### config.mk
export PLATFORM = sky130hd
export DESIGN_NAME = seq_shift_mult
export DESIGN_NICKNAME = d
export VERILOG_FILES = /design/src/rtl/mulseq_pkg.sv /design/src/rtl/mul_operand_prep.sv /design/src/rtl/mul_step_dp.sv /design/src/rtl/mul_seq_ctrl.sv /design/src/rtl/seq_shift_mult.sv
export SDC_FILE = /design/constraint.sdc
export NUM_CORES = 1
export LEC_CHECK = 0
export ABC_CLOCK_PERIOD_IN_PS = 8350
export BUFFER_PORTS_ARGS = -buffer_cell sky130_fd_sc_hd__buf_2
export CORE_ASPECT_RATIO = 0.5
export CORE_MARGIN = 2
export CORE_UTILIZATION = 50
export DETAILED_ROUTE_END_ITERATION = 10
export MAX_ROUTING_LAYER = met4
export PLACE_DENSITY = 0.72
export SYNTH_ARGS = -nofsm -noshare
export SYNTH_HDL_FRONTEND = slang
export SYNTH_SLANG_ARGS = --single-unit
### constraint.sdc
create_clock -name clk -period 8.35 [get_ports clk]
set_clock_uncertainty 0.1 [all_clocks]
set_input_delay 0.835 -clock clk [delete_from_list [all_inputs] [get_ports clk]]
set_output_delay 0.835 -clock clk [all_outputs]
set_load 0.005 [all_outputs]
### src/rtl/mulseq_pkg.sv
package mulseq_pkg;

    parameter int unsigned DEF_OPW = 32;

    typedef enum logic [1:0] {
        ST_IDLE = 2'd0,
        ST_RUN  = 2'd1,
        ST_FIX  = 2'd2
    } mstate_e;

    // control strobes issued by the sequencer to the datapath
    typedef struct packed {
        logic load;
        logic step;
        logic finish;
    } mctl_t;

endpackage

### src/rtl/mul_operand_prep.sv
module mul_operand_prep #(
    parameter int unsigned W = mulseq_pkg::DEF_OPW
) (
    input  logic [W-1:0] a_in,
    input  logic [W-1:0] b_in,
    input  logic         signed_mode,
    output logic [W-1:0] mag_a,
    output logic [W-1:0] mag_b,
    output logic         neg_result
);
    logic a_neg;
    logic b_neg;

    always_comb begin
        a_neg      = signed_mode & a_in[W-1];
        b_neg      = signed_mode & b_in[W-1];
        mag_a      = a_neg ? (~a_in + 1'b1) : a_in;
        mag_b      = b_neg ? (~b_in + 1'b1) : b_in;
        neg_result = a_neg ^ b_neg;
    end

    // a magnitude with its top bit set only comes from the most negative value
    always_comb begin
        if (signed_mode && mag_a[W-1])
            assert_mag_a_range_R5: assert (a_in == {1'b1, {(W-1){1'b0}}});
    end

endmodule

### src/rtl/mul_step_dp.sv
module mul_step_dp #(
    parameter int unsigned W = mulseq_pkg::DEF_OPW
) (
    input  logic           clk,
    input  logic           rst,
    input  logic           load,
    input  logic           step,
    input  logic [W-1:0]   mcand_in,
    input  logic [W-1:0]   mplier_in,
    output logic [2*W-1:0] prod
);
    localparam int unsigned PW = 2 * W;

    logic [W-1:0]  mcand_q;
    logic [PW-1:0] prod_q;
    logic [W:0]    upper_sum;

    // single operand-wide adder; carry-out kept as bit W
    always_comb begin
        if (prod_q[0])
            upper_sum = {1'b0, prod_q[PW-1:W]} + {1'b0, mcand_q};
        else
            upper_sum = {1'b0, prod_q[PW-1:W]};
    end

    always_ff @(posedge clk) begin
        if (rst) begin
            mcand_q <= '0;
            prod_q  <= '0;
        end else if (load) begin
            mcand_q <= mcand_in;
            prod_q  <= {{W{1'b0}}, mplier_in};
        end else if (step) begin
            prod_q  <= {upper_sum, prod_q[W-1:1]};
        end
    end

    assign prod = prod_q;

    // a step with nothing added cannot set the top bit
    assert_noadd_top_clear_R4: assert property (@(posedge clk) disable iff (rst)
        (step && !load && !prod_q[0]) |=> (prod_q[PW-1] == 1'b0));

endmodule

### src/rtl/mul_seq_ctrl.sv
module mul_seq_ctrl
    import mulseq_pkg::*;
#(
    parameter int unsigned W = DEF_OPW
) (
    input  logic  clk,
    input  logic  rst,
    input  logic  start,
    output mctl_t ctl,
    output logic  busy,
    output logic  done
);
    localparam int unsigned CW = (W > 1) ? $clog2(W) : 1;
    localparam logic [CW-1:0] LAST = CW'(W - 1);

    mstate_e       state_q;
    logic [CW-1:0] cnt_q;
    logic          done_q;

    always_comb begin
        ctl.load   = (state_q == ST_IDLE) && start;
        ctl.step   = (state_q == ST_RUN);
        ctl.finish = (state_q == ST_FIX);
    end

    always_ff @(posedge clk) begin
        if (rst) begin
            state_q <= ST_IDLE;
            cnt_q   <= '0;
            done_q  <= 1'b0;
        end else begin
            done_q <= ctl.finish;
            unique case (state_q)
                ST_IDLE: if (start) begin
                    state_q <= ST_RUN;
                    cnt_q   <= '0;
                end
                ST_RUN: begin
                    cnt_q <= cnt_q + 1'b1;
                    if (cnt_q == LAST)
                        state_q <= ST_FIX;
                end
                ST_FIX:  state_q <= ST_IDLE;
                default: state_q <= ST_IDLE;
            endcase
        end
    end

    assign busy = (state_q != ST_IDLE);
    assign done = done_q;

    assert_start_accepted_R2: assert property (@(posedge clk) disable iff (rst)
        (start && !busy) |=> busy);

    assert_done_single_R3: assert property (@(posedge clk) disable iff (rst)
        done |=> !done);

    assert_done_idle_R3: assert property (@(posedge clk) disable iff (rst)
        done |-> !busy);

    // a start during a run never disturbs the step count
    assert_run_count_R7: assert property (@(posedge clk) disable iff (rst)
        (state_q == ST_RUN && cnt_q != LAST) |=>
        (state_q == ST_RUN && cnt_q == $past(cnt_q) + 1'b1));

endmodule

### src/rtl/seq_shift_mult.sv
module seq_shift_mult
    import mulseq_pkg::*;
#(
    parameter int unsigned W = DEF_OPW
) (
    input  logic         clk,
    input  logic         rst,
    input  logic         start,
    input  logic         signed_mode,
    input  logic [W-1:0] op_a,
    input  logic [W-1:0] op_b,
    output logic         busy,
    output logic         done,
    output logic [W-1:0] prod_hi,
    output logic [W-1:0] prod_lo
);
    localparam int unsigned PW = 2 * W;

    mctl_t         ctl;
    logic [W-1:0]  mag_a;
    logic [W-1:0]  mag_b;
    logic          neg_now;
    logic          neg_q;
    logic [PW-1:0] raw_prod;
    logic [PW-1:0] result_q;

    mul_operand_prep #(.W(W)) u_prep (
        .a_in        (op_a),
        .b_in        (op_b),
        .signed_mode (signed_mode),
        .mag_a       (mag_a),
        .mag_b       (mag_b),
        .neg_result  (neg_now)
    );

    mul_seq_ctrl #(.W(W)) u_ctrl (
        .clk   (clk),
        .rst   (rst),
        .start (start),
        .ctl   (ctl),
        .busy  (busy),
        .done  (done)
    );

    mul_step_dp #(.W(W)) u_dp (
        .clk       (clk),
        .rst       (rst),
        .load      (ctl.load),
        .step      (ctl.step),
        .mcand_in  (mag_a),
        .mplier_in (mag_b),
        .prod      (raw_prod)
    );

    always_ff @(posedge clk) begin
        if (rst) begin
            neg_q    <= 1'b0;
            result_q <= '0;
        end else begin
            if (ctl.load)
                neg_q <= neg_now;
            if (ctl.finish)
                result_q <= neg_q ? (~raw_prod + 1'b1) : raw_prod;
        end
    end

    assign prod_hi = result_q[PW-1:W];
    assign prod_lo = result_q[W-1:0];

    assert_result_hold_R8: assert property (@(posedge clk) disable iff (rst)
        !done |-> $stable({prod_hi, prod_lo}));

endmodule

==> results of run 1 <==
flip-flops by register name, indices dropped and copies added, names as in the netlist:
name            count
u_dp.mcand_q       32
neg_q               1
u_dp.prod          64
u_ctrl.done         1
result_q           64
u_ctrl.cnt_q        5
u_ctrl.state_q      2
worst register-to-register path, cell delays in order, from the launching register on:
cell and delay (ps):
dfxtp_1 430, ha_1 480, nand4_1 240, o22ai_1 270, o311a_1 180, a311oi_1 80, o41ai_1 890, a2111oi_0 270
nor3_1 220
cell type report:
type / instances / area [um2]
fill: 2061 / 9290
timing repair buffer: 144 / 751
tap: 300 / 375
antenna: 4 / 10.0
sequential: 169 / 3380
inverter: 21 / 78.8
multi-input combinational: 1093 / 7040
clock inverter: 15 / 134
clock buffer: 17 / 425
report_power, final:
part | internal (W) | total [W] | switching [W]
clock | 0.000392 | 0.000769 | 0.000376
combinational | 0.000150 | 0.000399 | 0.000249
sequential | 0.000842 | 0.000897 | 0.0000551
total | 0.00138 | 0.00206 | 0.000681
per-stage QoR:
step | power, W | std cells | util, % | hold WS [ps] | cell area (um2)
3_5_place_dp | 0.00131 | 1727 | 54.1 | 343 | 11600
6_report | 0.00206 | 1763 | 56.8 | 350 | 12200
2_1_floorplan | 0.00119 | 1375 | - | 329 | 10900
3_3_place_gp | 0.00130 | 1727 | 54.1 | 337 | 11600
5_1_grt | 0.00215 | 1760 | 56.7 | 374 | 12200
4_1_cts | 0.00207 | 1759 | 56.7 | 353 | 12200
cells in the final DEF, fill, tap and decap left out, types with 19 or more instances in the layout:
cell type	count
nor3_1	24
xnor2_1	52
nand2_1	151
nor2_1	174
buf_2	132
a311oi_1	31
a21oi_1	92
xor2_1	87
o21ai_0	72
inv_1	20
or3_1	25
nand3_1	22
dfxtp_1	168
o31ai_1	19
ha_1	37
a211oi_1	72
worst paths after layout:
path | startpoint | to | slack [ps] | cells past startpoint
max | u_dp.prod[40] | u_dp.prod[56] | 5120 | 8
min | result_q[59] | result_q[59] | 350 | 2
max reg2reg | u_dp.prod[40] | u_dp.prod[56] | 5120 | 8
min reg2reg | result_q[59] | result_q[59] | 350 | 2
synthesized netlist by cell type, types with 24 or more instances:
cell / instances / area, um2
a21oi_1: 92 / 460
nand2_1: 152 / 571
ha_1: 37 / 463
o21ai_0: 72 / 360
dfxtp_1: 169 / 3380
nor2_1: 175 / 657
xnor2_1: 52 / 455
a211oi_1: 72 / 541
clkbuf_1: 71 / 267
or3_1: 25 / 156
xor2_1: 87 / 762
a311oi_1: 31 / 272
nor3_1: 24 / 120
cells by family after synthesis:
| kind of cell | synth area share (%) |
|---|---|
| XOR/XNOR | 11.2 |
| adder cells (fa/ha/maj) | 4.44 |
| AND/OR/NAND/NOR | 21.4 |
| buffers and inverters | 4.36 |
| flip-flops | 31.1 |
| multiplexers | 1.29 |
| AO/OA/AOI/OAI | 26.2 |
layer usage:
layer  vias to the layer above  global-route usage, %  share of wire (%)
met1                      4983                   39.9                 48
met2                       326                   43.1                 43
met5                         -                      -                  0
li1                       5160                      -                  -
met3                        40                   4.30                6.6
met4                         0                   8.64                1.9
==> results.cfg, run 1 <==
[layout]
fin_nets = 1552
drive_above_1_share_pct = 15.2
area_growth_pct = 12.2

[critical_path]
crit_required_ps = 8610
crit_chain = ha_1 -> nand4_1 -> o22ai_1 -> o311a_1 -> a311oi_1 -> o41ai_1 -> a2111oi_0 -> nor3_1
critPathMaxFanout = 7
start_kind = flip-flop
cp_num_buf_inv = 0
critPathMaxStageDelay_ps = 880
end_kind = flip-flop
critical-path-top-delay-family = compound AO/OA/AOI/OAI gates
cpMaxStageDelayCell = o41ai_1
worstPathArrival_ps = 3490
crit_type = flip-flop to flip-flop

[global_routing]
track_usage_pct = 28.7
antenna_found_initial = 1
grt_pass1_vias = 9439
grt_max_degree = 74
grt-ovfl-total = 0
grt_first_pass_wirelength_mm = 50.6

[placed_design]
port_buffers = 133
gp_congestion = 0.915
dpl.hpwl_mm = 23.8
dp_slack_ps = 4900

[synth]
netlist_instances = 1375
synth-main-ff-cell = dfxtp_1
synth_async_sr_flop_share_pct = 0
synthesis.area_mm2 = 0.0109
yosys_warnings = 0
yosysSeqAreaShare_pct = 31.1
synth_fp_nets = 1481
ys_ff_latch = 169
synth_enable_flop_cells = 0
synth_cell_types = 75
avgSynthCellArea_um2 = 7.91

[die]
rows = 38
fp.dieW_um = 213
start_util_pct = 50.6
io_pins = 134
dieArea_mm2 = 0.0230
core_area_mm2 = 0.0215
fp.dieH_um = 108

[sta]
setup_violations = 0
fmaxAchievable_mhz = 310
finalHoldViolCount = 0
relSlewSlack_pct = 27.1
layout_setup_ws_ps = 5120
min_period_over_period_pct = 38.7
drv_slew = 0
tightest_slew_ps = 1090
min_period_ps = 3230
rsz0062_at_grt = false
finalSetupTns_ps = 0

[clock_tree]
worstSkewPairLatency_ps = 450
cts_tree = built
clockBufferDepth = 2
postCtsHoldBufs = 0
numClockSinks = 169
cts.htree.levels = 4
cts.clk_slew.worst_paths_ps = 70
cts_resized = 0
cts_buffers = 17
cts_setup_buffers = 0
cts_root_buf = clkbuf_16

[detailed_routing]
dr.pass1.iters = 5
ant_nets = 0
routed_wl_mm = 32.1
viasPerCell = 5.96
dr_total_vias = 10500
drc = 0
wl_per_cell_um = 18.2
drt_iter0_markers = 869

[pwr]
leakagePower_nw = 4.70
p_per_area_mw_per_mm2 = 169
vdd_ir_drop_max_v = 0.000136

[outcome]
status = complete, no violations

[worst_hold_path]
hold_class = flip-flop to flip-flop

[job]
maxCapViolCount = 0
Note: power is estimated with default switching activity, not from simulation.
==> run 2: changes to the inputs <==
--- a/config.mk
+++ b/config.mk
@@ -5,14 +5,15 @@
 export SDC_FILE = /design/constraint.sdc
 export NUM_CORES = 1
 export LEC_CHECK = 0
-export ABC_CLOCK_PERIOD_IN_PS = 8350
+export ABC_AREA = 1
+export ABC_CLOCK_PERIOD_IN_PS = 2900
 export BUFFER_PORTS_ARGS = -buffer_cell sky130_fd_sc_hd__buf_2
 export CORE_ASPECT_RATIO = 0.5
 export CORE_MARGIN = 2
 export CORE_UTILIZATION = 50
 export DETAILED_ROUTE_END_ITERATION = 10
 export MAX_ROUTING_LAYER = met4
-export PLACE_DENSITY = 0.72
+export PLACE_DENSITY = 0.74
 export SYNTH_ARGS = -nofsm -noshare
 export SYNTH_HDL_FRONTEND = slang
 export SYNTH_SLANG_ARGS = --single-unit
==> constraint.sdc (replaced) <==
create_clock -name clk -period 2.9 [get_ports clk]
set_clock_uncertainty 0.1 [all_clocks]
set_input_delay 0.29 -clock clk [delete_from_list [all_inputs] [get_ports clk]]
set_output_delay 0.29 -clock clk [all_outputs]
set_load 0.005 [all_outputs]
==> run 2 against run 1 <==
Combinational power rose to 3.7 times the previous value. Die area rose by 18%. Maximum frequency rose by 42%. Final cell count rose by 52%. Power rose to 3.2 times the previous value. Sequential power rose to 2.8 times the previous value. Synthesized cell count rose by 61%. Via count rose by 34%. Critical endpoint is now result_q[36]. Flip-flop and latch count did not move.
==> results.cfg, run 2 <==
[global_routing]
grt_first_pass_wirelength_mm = 65.2
grt_pass1_vias = 12700
grt_max_degree = 67
antenna_found_initial = 0
track_usage_pct = 30.8
grt-ovfl-total = 0

[synth]
avgSynthCellArea_um2 = 5.84
yosysSeqAreaShare_pct = 26.2
synth-main-ff-cell = dfxtp_1
synth_cell_types = 54
synth_async_sr_flop_share_pct = 0
yosys.area.top_type = dfxtp_1
ys_ff_latch = 169
yosys-top-cells-area = dfxtp_1 26%, nand2_1 20%, inv_1 8.4%, nor2_1 8.2%, a21oi_1 6.1%
yosys_warnings = 0
netlist_instances = 2215
synthesis.area_mm2 = 0.0129
synthTopCellsByCount = 677 x nand2_1, 290 x inv_1, 283 x nor2_1
yosysMostFrequentCell = nand2_1
yosysTopAreaCellShare_pct = 26.2
synth_fp_nets = 2321
synth_enable_flop_cells = 0

[clock_tree]
cts_buffers = 17
cts.clk_slew.worst_paths_ps = 70
cts.htree.levels = 4
numClockSinks = 169
cts_setup_buffers = 0
clockBufferDepth = 2
cts_tree = built
cts_root_buf = clkbuf_16
worstSkewPairLatency_ps = 470
cts_resized = 0

[die]
rows = 41
fp.dieH_um = 118
core_area_mm2 = 0.0253
dieArea_mm2 = 0.0272
start_util_pct = 51.1
io_pins = 134
fp.dieW_um = 231

[detailed_routing]
dr_total_vias = 14100
wl_per_cell_um = 15.0
viasPerCell = 5.27
routed_wl_mm = 40.2
drt_iter0_markers = 1372
drc = 0
dr.pass1.iters = 5
ant_nets = 0

[worst_hold_path]
hold_class = input port to flip-flop

[sta]
tightest_slew_ps = 729
setup_violations = 0
drv_slew = 0
finalSetupTns_ps = 0
finalHoldViolCount = 0
min_period_over_period_pct = 78.2
fmaxAchievable_mhz = 441
rsz0062_at_grt = false
hold_ws_ps = 22.1
relSlewSlack_pct = 51.1
min_period_ps = 2270

[critical_path]
r2r_slack_ps = 630
startpoint = u_dp.prod[0]
cpMaxStageDelayCell = dfxtp_1
crit_required_ps = 3170
cp_common_cell = nand2_1
critical-path-top-delay-family = simple AND/OR/NAND/NOR gates
cp_num_buf_inv = 2
critPathMaxStageDelay_ps = 360
crit_type = flip-flop to flip-flop
worstPathArrival_ps = 2540
r2r-start = u_dp.prod[0]
reg2regPathDepth = 13
crit_path_end = result_q[36]
crit_chain = inv_8 -> ha_1 -> nand3_2 -> nor2_4 -> nand2_2 -> nand2_2 -> o21ai_2 -> nor2_4 -> nand2_1 -> nand2_1 -> nand2_1 -> o21ai_1 -> inv_1
cp.depth = 13
end_kind = flip-flop
timing.rr.end = result_q[36]
start_kind = flip-flop
critPathMaxFanout = 43

[pwr]
p_per_area_mw_per_mm2 = 451
vdd_ir_drop_max_v = 0.000488
p_total_w = 0.00657
leakagePower_nw = 7.32

[layout]
fin_nets = 2423
n_antenna_cell = 0
final_util_pct = 57.6
layout_common_cells = 677 x nand2_1, 289 x inv_1, 283 x nor2_1, 168 x dfxtp_1
final_common_cell = nand2_1
area_growth_pct = 12.7
drive_above_1_share_pct = 10.1

[placed_design]
port_buffers = 133
gp_congestion = 1.01
dpl.hpwl_mm = 31.6

[job]
maxCapViolCount = 0

[outcome]
status = complete, no violations
==> run 2: changes by cell type in the layout (fill, tap and decap cells not counted), moves of 25 or more <==
cell	change
a211oi_1	-72
or3_1	-25
nand2_1	+526
a311oi_1	-31
a21oi_1	+65
nor2_1	+109
nand4_1	+28
nand3_1	+135
o21ai_0	+69
xnor2_1	-49
inv_1	+269
==> run 2: worst min path at each step <==
stage | start | depth (start not counted) | endpoint | slack (ps)
after floorplan | op_a[31] | 2 | u_dp.mcand_q[31] | 320
after global placement | u_dp.mcand_q[21] | 2 | u_dp.mcand_q[21] | 350
after detailed placement | u_dp.mcand_q[19] | 2 | u_dp.mcand_q[19] | 360
after CTS | op_a[27] | 3 | u_dp.mcand_q[27] | 9
after global routing | op_a[27] | 3 | u_dp.mcand_q[27] | 20
final | op_a[27] | 3 | u_dp.mcand_q[27] | 20
==> run 2: tightest hold or removal path, stage by stage <==
cell and delay, ps:
buf_2 120, nand2_1 60, a31oi_1 60
==> run 2: cells by family after synthesis <==
logic type / synth area share [%]
xor gates and xnor gates: 4.95
DFF: 26.2
buffers and inverters: 11.1
and+or+nand+nor: 39.3
adders and majority gates: 3.74
AOI/OAI and AO/OA: 14.7
==> run 2: where the power goes <==
| group | switching, W | internal [W] | total [W] |
|---|---|---|---|
| combinational | 0.00101 | 0.000472 | 0.00148 |
| sequential | 0.000110 | 0.00241 | 0.00252 |
| clock | 0.00101 | 0.00156 | 0.00257 |
| total | 0.00213 | 0.00444 | 0.00657 |
==> run 2: final cells by class <==
type	instances	area [um2]
Sequential cell	169	3380
Inverter	296	1120
Clock buffer	18	439
Tap cell	344	430
Timing Repair Buffer	156	878
Clock inverter	13	214
Fill cell	2624	10700
Multi-Input combinational cell	1677	8100
==> run 2: through the flow <==
| step | cells | setup WS (ps) | area [um2] |
|---|---|---|---|
| after floorplan | 2215 | 798 | 12900 |
| after global placement | 2641 | 688 | 13900 |
| after detailed placement | 2641 | 656 | 13900 |
| after CTS | 2673 | 644 | 14600 |
| after global routing | 2673 | 402 | 14600 |
| final | 2673 | 631 | 14600 |
==> run 2: repair_timing <==
item	4_1_cts	5_1_grt
hold endpoints to repair	1	0
endpoints found under the setup margin	0	0
hold buffers	1	0
==> run 2: routing by layer <==
layer	up-vias	part of all wire, %	GRT usage (%)
met1	6312	48	42.5
li1	7264	-	-
met5	-	0	-
met3	61	7.5	5.21
met2	450	43	46.5
met4	0	1.9	8.10
